<file path="src/rtl/uart_dma_pkg.sv">
package uart_dma_pkg;

  // Handshake strobes from control to datapath; index 0 = receive, 1 = transmit.
  typedef struct packed {
    logic [1:0] load;
    logic [1:0] dec;
    logic [1:0] clr;
  } dmaStb_t;

  // Burst size from the trigger and auto fields.
  function automatic int unsigned burstSize(input logic [3:0] trig,
                                            input logic [1:0] autoSel,
                                            input logic       fen);
    if (!fen) return 1;
    if (trig != 4'd0) return 32'({trig, autoSel});
    case (autoSel)
      2'd0:    return 8;
      2'd1:    return 16;
      2'd2:    return 32;
      default: return 56;
    endcase
  endfunction

endpackage

</file>
<file path="src/rtl/uart_dma_cnt.sv">
module uart_dma_cnt #(
  parameter int CW = 7
) (
  input  logic          clk,
  input  logic          rstN,
  input  logic          load,
  input  logic          dec,
  input  logic          clr,
  input  logic [CW-1:0] loadVal,
  output logic          last
);
  logic [CW-1:0] cnt;

  always_ff @(posedge clk) begin
    if (!rstN)                  cnt <= '0;
    else if (clr)               cnt <= '0;
    else if (load)              cnt <= loadVal;
    else if (dec && cnt != '0)  cnt <= cnt - 1'b1;
  end

  assign last = (cnt == CW'(1));
endmodule

</file>
<file path="src/rtl/uart_dma_dp.sv">
module uart_dma_dp
  import uart_dma_pkg::*;
#(
  parameter int DEPTH = 64,
  parameter int LVL_W = $clog2(DEPTH + 1)
) (
  input  logic             clk,
  input  logic             rstN,
  input  dmaStb_t          stb,
  input  logic             fifoEn,
  input  logic             fcrDma,
  input  logic             extEn,
  input  logic [1:0]       extMode,
  input  logic [3:0]       rxTrig,
  input  logic [1:0]       rxAuto,
  input  logic [3:0]       txTrig,
  input  logic [1:0]       txAuto,
  input  logic [LVL_W-1:0] rxLevel,
  input  logic [LVL_W-1:0] txLevel,
  output logic [1:0]       dmaMode,
  output logic             modeOn,
  output logic [1:0]       qual,
  output logic [1:0]       last
);
  logic [LVL_W-1:0] size [2];
  logic [LVL_W:0]   txRoom;

  assign dmaMode = extEn ? extMode : {1'b0, fcrDma};
  assign modeOn  = (dmaMode != 2'd0);

  assign size[0] = LVL_W'(burstSize(rxTrig, rxAuto, fifoEn));
  assign size[1] = LVL_W'(burstSize(txTrig, txAuto, fifoEn));

  assign txRoom  = (LVL_W+1)'(DEPTH) - {1'b0, txLevel};

  assign qual[0] = fifoEn ? (rxLevel >= size[0]) : (rxLevel != '0);
  assign qual[1] = fifoEn ? (txRoom >= {1'b0, size[1]}) : (txLevel == '0);

  for (genvar ch = 0; ch < 2; ch++) begin : g_cnt
    uart_dma_cnt #(.CW(LVL_W)) cnt_i (
      .clk     (clk),
      .rstN    (rstN),
      .load    (stb.load[ch]),
      .dec     (stb.dec[ch]),
      .clr     (stb.clr[ch]),
      .loadVal (size[ch]),
      .last    (last[ch])
    );
  end
endmodule

</file>
<file path="src/rtl/uart_dma_ctl.sv">
module uart_dma_ctl
  import uart_dma_pkg::*;
(
  input  logic       clk,
  input  logic       rstN,
  input  logic       modeOn,
  input  logic [1:0] qual,
  input  logic [1:0] last,
  input  logic       dmaRdStb,
  input  logic       dmaWrStb,
  output dmaStb_t    stb,
  output logic       rxReq,
  output logic       txReq
);
  logic [1:0] act;
  logic [1:0] xfer;
  logic [1:0] loadV, decV, clrV;

  assign xfer = {dmaWrStb, dmaRdStb};

  for (genvar ch = 0; ch < 2; ch++) begin : g_ch
    assign clrV[ch]  = !modeOn;
    assign loadV[ch] = modeOn && !act[ch] && qual[ch];
    assign decV[ch]  = modeOn && act[ch] && xfer[ch];

    always_ff @(posedge clk) begin
      if (!rstN)                      act[ch] <= 1'b0;
      else if (clrV[ch])              act[ch] <= 1'b0;
      else if (loadV[ch])             act[ch] <= 1'b1;
      else if (decV[ch] && last[ch])  act[ch] <= 1'b0;
    end
  end

  assign stb   = '{load: loadV, dec: decV, clr: clrV};
  assign rxReq = act[0];
  assign txReq = act[1];
endmodule

</file>
<file path="src/rtl/uart_dma_req.sv">
module uart_dma_req
  import uart_dma_pkg::*;
#(
  parameter  int DEPTH = 64,
  localparam int LVL_W = $clog2(DEPTH + 1)
) (
  input  logic             clk,
  input  logic             rstN,
  input  logic             fifoEn,
  input  logic             fcrDma,
  input  logic             extEn,
  input  logic [1:0]       extMode,
  input  logic [3:0]       rxTrig,
  input  logic [1:0]       rxAuto,
  input  logic [3:0]       txTrig,
  input  logic [1:0]       txAuto,
  input  logic [LVL_W-1:0] rxLevel,
  input  logic [LVL_W-1:0] txLevel,
  input  logic             dmaRdStb,
  input  logic             dmaWrStb,
  output logic             rxReq,
  output logic             txReq,
  output logic [1:0]       dmaMode
);
  dmaStb_t    stb;
  logic       modeOn;
  logic [1:0] qual, last;

  uart_dma_dp #(.DEPTH(DEPTH), .LVL_W(LVL_W)) dp_i (
    .clk(clk), .rstN(rstN), .stb(stb), .fifoEn(fifoEn), .fcrDma(fcrDma),
    .extEn(extEn), .extMode(extMode), .rxTrig(rxTrig), .rxAuto(rxAuto),
    .txTrig(txTrig), .txAuto(txAuto), .rxLevel(rxLevel), .txLevel(txLevel),
    .dmaMode(dmaMode), .modeOn(modeOn), .qual(qual), .last(last)
  );

  uart_dma_ctl ctl_i (
    .clk(clk), .rstN(rstN), .modeOn(modeOn), .qual(qual), .last(last),
    .dmaRdStb(dmaRdStb), .dmaWrStb(dmaWrStb), .stb(stb),
    .rxReq(rxReq), .txReq(txReq)
  );
endmodule

</file>
<file path="config.mk">
export PLATFORM = sky130hd
export DESIGN_NAME = uart_dma_req
export DESIGN_NICKNAME = d
export VERILOG_FILES = /design/src/rtl/uart_dma_pkg.sv /design/src/rtl/uart_dma_cnt.sv /design/src/rtl/uart_dma_dp.sv /design/src/rtl/uart_dma_ctl.sv /design/src/rtl/uart_dma_req.sv
export SDC_FILE = /design/constraint.sdc
export NUM_CORES = 1
export LEC_CHECK = 0
export BUFFER_PORTS_ARGS = -buffer_cell sky130_fd_sc_hd__buf_2
export CELL_PAD_IN_SITES_DETAIL_PLACEMENT = 0
export CELL_PAD_IN_SITES_GLOBAL_PLACEMENT = 1
export CORE_UTILIZATION = 42
export CTS_CLUSTER_DIAMETER = 80
export CTS_CLUSTER_SIZE = 28
export DETAILED_ROUTE_END_ITERATION = 10
export MAX_ROUTING_LAYER = met4
export PLACE_DENSITY_LB_ADDON = 0.1
export SLEW_MARGIN = 30
export SYNTH_ARGS = -nofsm -noshare
export SYNTH_HDL_FRONTEND = slang
export SYNTH_SLANG_ARGS = --single-unit
</file>
<file path="constraint.sdc">
create_clock -name clk -period 6.4 [get_ports clk]
set_input_delay 0.64 -clock clk [delete_from_list [all_inputs] [get_ports clk]]
set_output_delay 0.64 -clock clk [all_outputs]
set_load 0.01 [all_outputs]
</file>
==> results.md, run 1 <==
* Largest net degree at the start of global routing at 17
* GR Util All Layers at 18.0%
* Placeable core area at 3660 µm²
* Pre-CTS WS at 2.77 ns
* Synthesized instance count at 208
* Clock Latency Late Sink at 0.25 ns
* Reg2reg path depth at 6
* Hold_sp: ctl_i.txReq
* Cts bufs inserted at 3
* P&R area growth vs syn at 17.5%
* Max Root-Sink Buffers at 2
* Post-DR wirelength/cell at between 10 and 15 µm
* Met3 WL at approximately 150 µm
* Diode count at 0
* Post-synthesis simple-gate area fraction at 28.7%
* Setup TNS at 0 ns
* # setup viols final at 0
* Post-layout util at 51.7%
* Final Skew at 0.00187 ns
* Max-Cap Viols at 0
* Initial antenna violation count at 0
* Worst min-delay path class: flip-flop to flip-flop
* TritonCTS clock tree: built
* Syn Nets at 268
* Final Max Tran Viols at 0
* Part of the cycle the worst path needs at between 50% and 60%
* Antenna viol nets, final at 0
* Leakage at approximately 0.86 nW
* Area leader, netlist: dfxtp_1
* Layout fillers at 418
* Status: complete, no violations
* Yosys reg bits at 16
* Share of synthesized flip-flops with an asynchronous set or reset at 0%
* Top cells by area, synth: dfxtp_1 (20%), ha_1 (19%), nor2_1 (5.8%)
* H-tree Lvls at 1
* Synthesis Warnings at 0
* Largest stage delay, worst path at ~0.70 ns
* Yosys cell types at 40
* First-pass GRT wire length at between 5000 and 6000 µm
* Unrepaired setup endpoints after global routing: no
* Worst setup EP type: flip-flop
* Final std cells w/o fill at 294
* Port buffer count at 38
* Worst EP arrival at roughly 3.6 ns
* GP Congestion at 0.753
* Post-synth EDFFs at 0
* Mux cell area share after synthesis at 7.30%
* Dpl cell area at 1840 µm²
* Vias per cell at roughly 5.2
* Drc violations at 0
* Final WS setup at 3.02 ns
* P per Cell Area at around 160 nW/µm²
* Hpwl dp at 2850 µm
* Critical path's slowest cell: o211ai_1
* Reg2Reg Setup Slack at roughly 4.6 ns
* Fin Hold WS at around 0.54 ns
* Die area at between 4000 and 5000 µm²
* Vias in the first global route at about 1400
* Worst slew pin tran at between 0.8 and 0.9 ns
* Worst setup path category: primary input to flip-flop
* Hold Path Cell Cnt at 2
* End of the worst register-to-register path: dp_i.g_cnt[1].cnt_i.cnt[1]
* Crit path max fanout at 12
* Synthesized area at 1610 µm²
* Commonest cells after routing, fill and taps aside: buf_2 (38), nor2_1 (25), ha_1 (25), inv_1 (16), dfxtp_1 (16)
* Compound-Gate Fraction of Synth Area at 15.1%
* Minimum clock period at between 3 and 4 ns
* Worst slew margin at 42.8%
* Clk sink count at 16
* Worst path cell trace: buf_2 -> or4_1 -> nor2_1 -> o21ai_0 -> ha_1 -> a2111oi_0 -> nand2_1 -> o211ai_1 -> mux2_2 -> nor2_1
* Pwr Total at 299 µW
* Synth Area in Adders at slightly below 20%
* Initial DRC count at 58
* Hold endpoint: ctl_i.txReq
* Post-synth top area share at 19.9%
* Setup Buffers After CTS at 0
* Post-layout net count at around 310
* Final Hold Viols at 0
* Main combinational cell family by area after synthesis: simple AND/OR/NAND/NOR gates
* Root buffer cell: clkbuf_8
* CP Data Required Time at 6.58 ns
* Top FF cell, synth: dfxtp_1
* Met1 wire length at 1800 µm
* Top Metal Used: met4
* Post-CTS Hold Fix Bufs at 0
* Fraction of layout cells with a size suffix above 1 at between 20% and 30%
* Row count at 22
* Die X at roughly 64 µm
* Crit path max-delay family: compound AO/OA/AOI/OAI gates
* VDD IR-drop max at 0.0000605 V
* Avg Cell Area, Syn at 7.74 µm²
* Most Frequent Cell on Critical Path: nor2_1
* Drt first pass iters at 5
* R2R Path Start: dp_i.g_cnt[1].cnt_i.cnt[2]
* DRT Wirelength at 3410 µm
* Total grt overflow at 0
* Clk slew on worst S/H paths at roughly 0.06 ns
* Critical Path Source Type: primary input
* Post-synthesis xor/xnor area fraction at 4.35%
* Buf/Inv on CP at 1
* Via count at about 1500
* Sequential-to-total area share from yosys stat at 19.9%
* Placed Instances at 290
* # IOs at 39
* Initial Utilization at between 40% and 50%
* Design area at 1890 µm²
* Met2 WL at 1410 µm
* Cts repair resizes at 0
* Die H at roughly 64 µm
* Commonest non-fill, non-tap cell in the layout: buf_2
* Peak Freq at ~300 MHz
how the worst max path moves through the flow:
| stage | from | end | slack [ns] | cells after the start |
|---|---|---|---|---|
| 2_1_floorplan | rxTrig[1] | dp_i.g_cnt[0].cnt_i.cnt[5] | 3.32 | 10 |
| 3_3_place_gp | rxTrig[0] | dp_i.g_cnt[0].cnt_i.cnt[5] | 2.81 | 10 |
| 3_5_place_dp | rxTrig[1] | dp_i.g_cnt[0].cnt_i.cnt[5] | 2.77 | 10 |
| 4_1_cts | rxTrig[1] | dp_i.g_cnt[0].cnt_i.cnt[5] | 3.01 | 10 |
| 5_1_grt | rxTrig[1] | dp_i.g_cnt[0].cnt_i.cnt[5] | 2.69 | 10 |
| 6_report | rxTrig[0] | dp_i.g_cnt[0].cnt_i.cnt[5] | 3.02 | 10 |
power by group:
part	total [mW]	internal, mW	switching [mW]
clock network	0.0885	0.0545	0.0340
logic	0.0982	0.0445	0.0537
registers	0.112	0.106	0.00648
total	0.299	0.205	0.0941
cell type report:
cell class | count | area, µm² | share of cell area (%)
Timing Repair Buffer | 38 | 190 | 10.1
Inverter | 16 | 60.1 | 3.17
Sequential cell | 16 | 320 | 16.9
Tap cell | 48 | 60.1 | 3.17
Clock buffer | 4 | 55.1 | 2.91
Multi-Input combinational cell | 172 | 1210 | 63.8
synth_stat cells (6+ instances only):
cell     number
a21oi_1      14
dfxtp_1      16
ha_1         25
inv_1        16
mux2_2        6
nand2_1      13
nand3_1      12
nor2_1       25
nor4_1        6
o21ai_0      12
xnor2_1       6
kinds of logic after synthesis:
family | count (synthesis)
AO/OA/AOI/OAI | 40
XOR/XNOR | 8
adder cells (fa/ha/maj) | 25
buffers and inverters | 20
flip-flops | 16
multiplexers | 11
AND/OR/NAND/NOR | 88
tightest hold or removal path: stages (launching register included):
cell and delay, ns:
dfxtp_1 0.34, o21ai_0 0.08, a21oi_1 0.06
flip-flops by register name (all words and copies together), names as in the netlist:
signal                flops
ctl_i.txReq               1
ctl_i.rxReq               1
dp_i.g_cnt.cnt_i.cnt     14
metal layers:
metal / vias up / GRT usage (%)
met5: - / -
met4: 0 / 5.97
met3: 5 / 1.61
met2: 43 / 27.3
met1: 661 / 24.9
li1: 819 / -
(Power assumes the default switching activity.)
==> run 2: changes to the inputs <==
- CORE_UTILIZATION: 42 -> 39
- clock period: 6.4 -> 3.2 ns (I/O delays scaled with it)
==> results.md, run 2 (synthesis results as in run 1) <==
* Status: complete, no violations
* Final Hold Viols at 0 (unchanged)
* Met3 WL at 163 µm (+9.4%)
* Peak Freq at 358 MHz
* Largest stage delay, worst path at 0.56 ns (-0.14 ns)
* Initial Utilization at 42.4% (-1.6 points)
* Cts bufs inserted at 3 (unchanged)
* Critical Path Source Type: primary input
* Port buffer count at 38 (unchanged)
* DRT Wirelength at 3550 µm (+4.3%)
* # setup viols final at 0 (unchanged)
* GR Util All Layers at 18.0% (about the same)
* First-pass GRT wire length at 5910 µm (+4.0%)
* Post-layout net count at 309 (+0.65%)
* # IOs at 39 (unchanged)
* Layout fillers at 407 (-2.6%)
* Setup TNS at 0 ns (unchanged)
* Unrepaired setup endpoints after global routing: no
* Fraction of layout cells with a size suffix above 1 at 21.4% (+0.64 points)
* Crit path max fanout at 7 (-5)
* Worst min-delay path class: primary input to flip-flop
* Worst EP arrival at 2.98 ns (-0.58 ns)
* VDD IR-drop max at 0.000116 V (+92%)
* Clk sink count at 16 (unchanged)
* Vias in the first global route at 1340 (-0.89%)
* Final WS setup at 0.407 ns (-2.61 ns)
* Setup Buffers After CTS at 0 (unchanged)
* Drt first pass iters at 4 (-1)
* Antenna viol nets, final at 0 (unchanged)
* H-tree Lvls at 1 (unchanged)
* Worst setup EP type: flip-flop
* Worst slew pin tran at 0.514 ns (-0.340 ns)
* P per Cell Area at 317 nW/µm² (+100%)
* Max-Cap Viols at 0 (unchanged)
* Initial antenna violation count at 0 (unchanged)
* Worst setup path category: primary input to flip-flop
* Met1 wire length at 1780 µm (-1.2%)
* Critical path's slowest cell: or4_1
* Post-DR wirelength/cell at 12.0 µm (+3.6%)
* Row count at 22 (unchanged)
* Part of the cycle the worst path needs at 87.3%
* Max Root-Sink Buffers at 2 (unchanged)
* Die H at 66.3 µm (+3.7%)
* Cts repair resizes at 0 (unchanged)
* Initial DRC count at 54 (-6.9%)
* Max FFs per register at 14 (unchanged)
* CP Data Required Time at 3.38 ns (-3.20 ns)
* P&R area growth vs syn at 18.4%
* Via count at 1570 (+2.7%)
* Register with the most flip-flops: dp_i.g_cnt.cnt_i.cnt
* Minimum clock period at 2.79 ns
* Clock Latency Late Sink at 0.25 ns (about the same)
* Drc violations at 0 (unchanged)
* Diode count at 0 (unchanged)
* Top Metal Used: met4
* Placeable core area at 3800 µm² (+3.8%)
* Most Frequent Cell on Critical Path: nor2_1
* Die area at 4390 µm² (+7.4%)
* Largest net degree at the start of global routing at 17 (unchanged)
* Worst slew margin at 65.7% (+23 points)
* Total grt overflow at 0 (unchanged)
* Final Skew at 0.00355 ns (+0.00168 ns)
* Hpwl dp at 2940 µm (+3.3%)
* Clk slew on worst S/H paths at 0.06 ns (about the same)
* Final Max Tran Viols at 0 (unchanged)
* GP Congestion at 0.712 (-5.4%)
* Worst path cell trace: buf_2 -> or4_1 -> nor2_1 -> o21ai_0 -> ha_1 -> a2111oi_0 -> nand2_1 -> o211ai_1 -> buf_4 -> mux2_2 -> nor2_1
* Root buffer cell: clkbuf_8
* Met2 WL at 1540 µm (+9.2%)
* Vias per cell at 5.30 (+2.1%)
* Pre-CTS WS at 0.137 ns (-2.63 ns)
* Leakage at 0.871 nW (+1.1%)
* Commonest non-fill, non-tap cell in the layout: buf_2
* Die X at 66.3 µm (+3.7%)
* Commonest cells after routing, fill and taps aside: buf_2 (38), nor2_1 (25), ha_1 (25), inv_1 (16), dfxtp_1 (16)
* Post-CTS Hold Fix Bufs at 0 (unchanged)
* TritonCTS clock tree: built
==> run 2: cell types whose count changed in the layout (fill, tap and decap cells not counted), sizes merged <==
cell,before,now
buf,38,40
==> run 2: power by group <==
group / leakage (nW) / internal (mW) / switching, mW
combinational: 0.712 / 0.0937 / 0.109
sequential: 0.131 / 0.212 / 0.0136
clock: 0.0288 / 0.109 / 0.0679
==> run 2: final timing paths <==
kind                                                  from                    endpoint  slack [ns]  cells after the start
worst max-delay path                             rxTrig[0]  dp_i.g_cnt[0].cnt_i.cnt[5]        0.41                     11
worst min register to register                 ctl_i.txReq                 ctl_i.txReq        0.55                      2
worst min-delay path                             rxTrig[0]  dp_i.g_cnt[0].cnt_i.cnt[2]        0.44                      3
worst max register to register  dp_i.g_cnt[1].cnt_i.cnt[2]  dp_i.g_cnt[1].cnt_i.cnt[1]        1.38                      6
==> run 2: cell type report <==
cell class              count  area, µm²  share of cell area (%)
multi-input cells         172       1210                    63.3
clock buffers               4       55.1                    2.89
inverters                  16       60.1                    3.15
repair buffers             40        205                    10.8
well taps                  48       60.1                    3.15
flip-flops and latches     16        320                    16.8
==> run 2: per-stage QoR <==
step                      hold WS, ns  instance area [µm²]  std cells  total power [mW]  utilization (%)
after detailed placement        0.536                 1850        292             0.432             48.7
after floorplan                 0.523                 1610        208             0.365                -
final                           0.439                 1910        296             0.605             50.2
after CTS                       0.433                 1910        296             0.616             50.2
after global routing            0.441                 1910        296             0.653             50.2
after global placement          0.558                 1850        292             0.433             48.7
==> run 2: layer usage <==
layer,track usage (%),up-vias
li1,-,829
met1,24.1,697
met2,27.7,39
met3,1.03,5
met4,7.98,0
met5,-,-
==> run 2: worst max-delay path, delay by kind of cell <==
family          cells  cell delay (ns)
compound gates      3             0.81
mux                 1             0.33
buf+inv             2             0.30
fa+ha+maj           1             0.35
simple gates        4             0.86
==> run 3: changes to the inputs <==
- RECOVER_POWER: not set -> 50
==> results.md, run 3 (synthesis results as in run 1) <==
* Row count at 22 (unchanged)
* Reg2reg path depth at 6 (unchanged)
* Clock Power Share at 29.3% (about the same)
* Cts repair resizes at 0 (unchanged)
* Cts bufs inserted at 3 (unchanged)
* Vias in the first global route at 1340 (unchanged)
* CP Data Required Time at 3.38 ns (about the same)
* Drt first pass iters at 4 (unchanged)
* Final Max Tran Viols at 0 (unchanged)
* Leakage at 0.851 nW (-2.3%)
* Unrepaired setup endpoints after global routing: no
* Commonest non-fill, non-tap cell in the layout: buf_2
* # setup viols final at 0 (unchanged)
* Fin Hold WS at 0.452 ns (+0.0126 ns)
* Final Hold Viols at 0 (unchanged)
* Worst setup EP type: flip-flop
* Vias per cell at 5.30 (-0.13%)
* Initial DRC count at 55 (+1.9%)
* Drc violations at 0 (unchanged)
* Hold endpoint: dp_i.g_cnt[0].cnt_i.cnt[2]
* VDD IR-drop max at 0.000116 V (about the same)
* Die area at 4390 µm² (unchanged)
* P&R area growth vs syn at 17.9%
* Clk sink count at 16 (unchanged)
* Clock Latency Late Sink at 0.25 ns (about the same)
* Initial antenna violation count at 0 (unchanged)
* Worst EP arrival at 2.98 ns (about the same)
* Area occupied by multi-input gates at 1210 µm² (unchanged)
* Hold_sp: rxTrig[0]
* Root buffer cell: clkbuf_8
* Largest net degree at the start of global routing at 17 (unchanged)
* Max-Cap Viols at 0 (unchanged)
* GR Util All Layers at 18.0% (unchanged)
* P per Cell Area at 318 nW/µm² (+0.23%)
* Critical Path Source Type: primary input
* Setup Buffers After CTS at 0 (unchanged)
* Initial Utilization at 42.4% (unchanged)
* First-pass GRT wire length at 5910 µm (unchanged)
* Port buffer count at 38 (unchanged)
* Final Skew at 0.00355 ns (unchanged)
* Commonest cells after routing, fill and taps aside: buf_2 (32), nor2_1 (25), ha_1 (25), inv_1 (16), dfxtp_1 (16)
* R2R Path Start: dp_i.g_cnt[1].cnt_i.cnt[2]
* TritonCTS clock tree: built
* Worst min-delay path class: primary input to flip-flop
* Hold Path Cell Cnt at 3 (unchanged)
* Sw Ratio at 31.5% (+0.093 points)
* Peak Freq at 357 MHz (-0.27%)
* DRT Wirelength at 3560 µm (+0.31%)
* Post-layout net count at 309 (unchanged)
* Die H at 66.3 µm (unchanged)
* Setup TNS at 0 ns (unchanged)
* Diode count at 0 (unchanged)
* Placeable core area at 3800 µm² (unchanged)
* Minimum clock period at 2.80 ns (+0.00762 ns)
* GP Congestion at 0.712 (unchanged)
* Max FFs per register at 14 (unchanged)
* H-tree Lvls at 1 (unchanged)
* Logic pwr share at 33.3% (-0.2 points)
* Fraction of layout cells with a size suffix above 1 at 19.0% (-2.4 points)
* Layout fillers at 411 (+0.98%)
* Net Switching at 191 µW (+0.13%)
* Part of the cycle the worst path needs at 87.5% (+0.24 points)
* Worst slew margin at 65.7% (unchanged)
* Status: complete, no violations
* Critical Path Start: rxTrig[0]
* Clk slew on worst S/H paths at 0.06 ns (about the same)
* Max Root-Sink Buffers at 2 (unchanged)
* Antenna viol nets, final at 0 (unchanged)
* Die X at 66.3 µm (unchanged)
* Post-layout util at 50.0% (-0.20 points)
* Worst slew pin tran at 0.514 ns (unchanged)
* Reg2Reg Setup Slack at 1.38 ns (about the same)
* Storage element area at 320 µm² (unchanged)
* Via count at 1568 (-0.13%)
* Post-CTS Hold Fix Bufs at 0 (unchanged)
* Post-DR wirelength/cell at 12.0 µm (+0.31%)
* Register with the most flip-flops: dp_i.g_cnt.cnt_i.cnt
* # IOs at 39 (unchanged)
* Internal power at 414 µW (-0.30%)
* Worst setup path category: primary input to flip-flop
* Crit path max fanout at 7 (unchanged)
* End of the worst register-to-register path: dp_i.g_cnt[1].cnt_i.cnt[1]
* Hpwl dp at 2940 µm (unchanged)
* Flop pwr share at 37.3% (about the same)
* Total grt overflow at 0 (unchanged)
run 3: how the worst max path moves through the flow:
stage	to	slack, ns	depth (start not counted)
floorplan	dp_i.g_cnt[0].cnt_i.cnt[5]	0.44	10
detailed placement	dp_i.g_cnt[0].cnt_i.cnt[1]	0.14	11
global placement	dp_i.g_cnt[0].cnt_i.cnt[1]	0.17	11
finish	dp_i.g_cnt[0].cnt_i.cnt[5]	0.40	11
global route	dp_i.g_cnt[0].cnt_i.cnt[1]	0.20	11
CTS	dp_i.g_cnt[0].cnt_i.cnt[1]	0.40	11
run 3: critical path, stage by stage:
cell	delay (ns)
clkbuf_1	0.12
or4_1	0.57
nor2_1	0.12
o21ai_0	0.13
ha_1	0.35
a2111oi_0	0.47
nand2_1	0.10
o211ai_1	0.21
buf_4	0.18
mux2_2	0.33
nor2_1	0.08
run 3: layout make-up:
class	instances	area share, %
Inverter	16	3.16
Multi-Input combinational cell	172	63.5
Tap cell	48	3.16
Sequential cell	16	16.9
Timing Repair Buffer	40	10.4
Clock buffer	4	2.90
run 3: layer usage:
layer | routed length [µm] | share of wire, % | up-vias | global-route usage (%)
met5 | 0 | 0 | - | -
met2 | 1540 | 43 | 39 | 27.7
li1 | - | - | 828 | -
met1 | 1790 | 50 | 696 | 24.1
met3 | 162 | 4.5 | 5 | 1.03
met4 | 70 | 2.0 | 0 | 7.98
run 3: metrics by stage:
step	power [mW]	instances	area (µm²)	setup WS [ns]
2_1_floorplan	0.365	208	1610	0.442
3_3_place_gp	0.433	292	1850	0.167
3_5_place_dp	0.432	292	1850	0.137
4_1_cts	0.616	296	1910	0.397
5_1_grt	0.652	296	1900	0.199
6_report	0.604	296	1900	0.399
run 3: power groups by stage:
stage                     sequential, mW  combinational (mW)  clock (mW)
after floorplan                    0.227               0.138           0
after global placement             0.230               0.203           0
after detailed placement           0.230               0.202           0
after CTS                          0.225               0.204       0.186
after global routing               0.227               0.231       0.193
final                              0.226               0.201       0.177
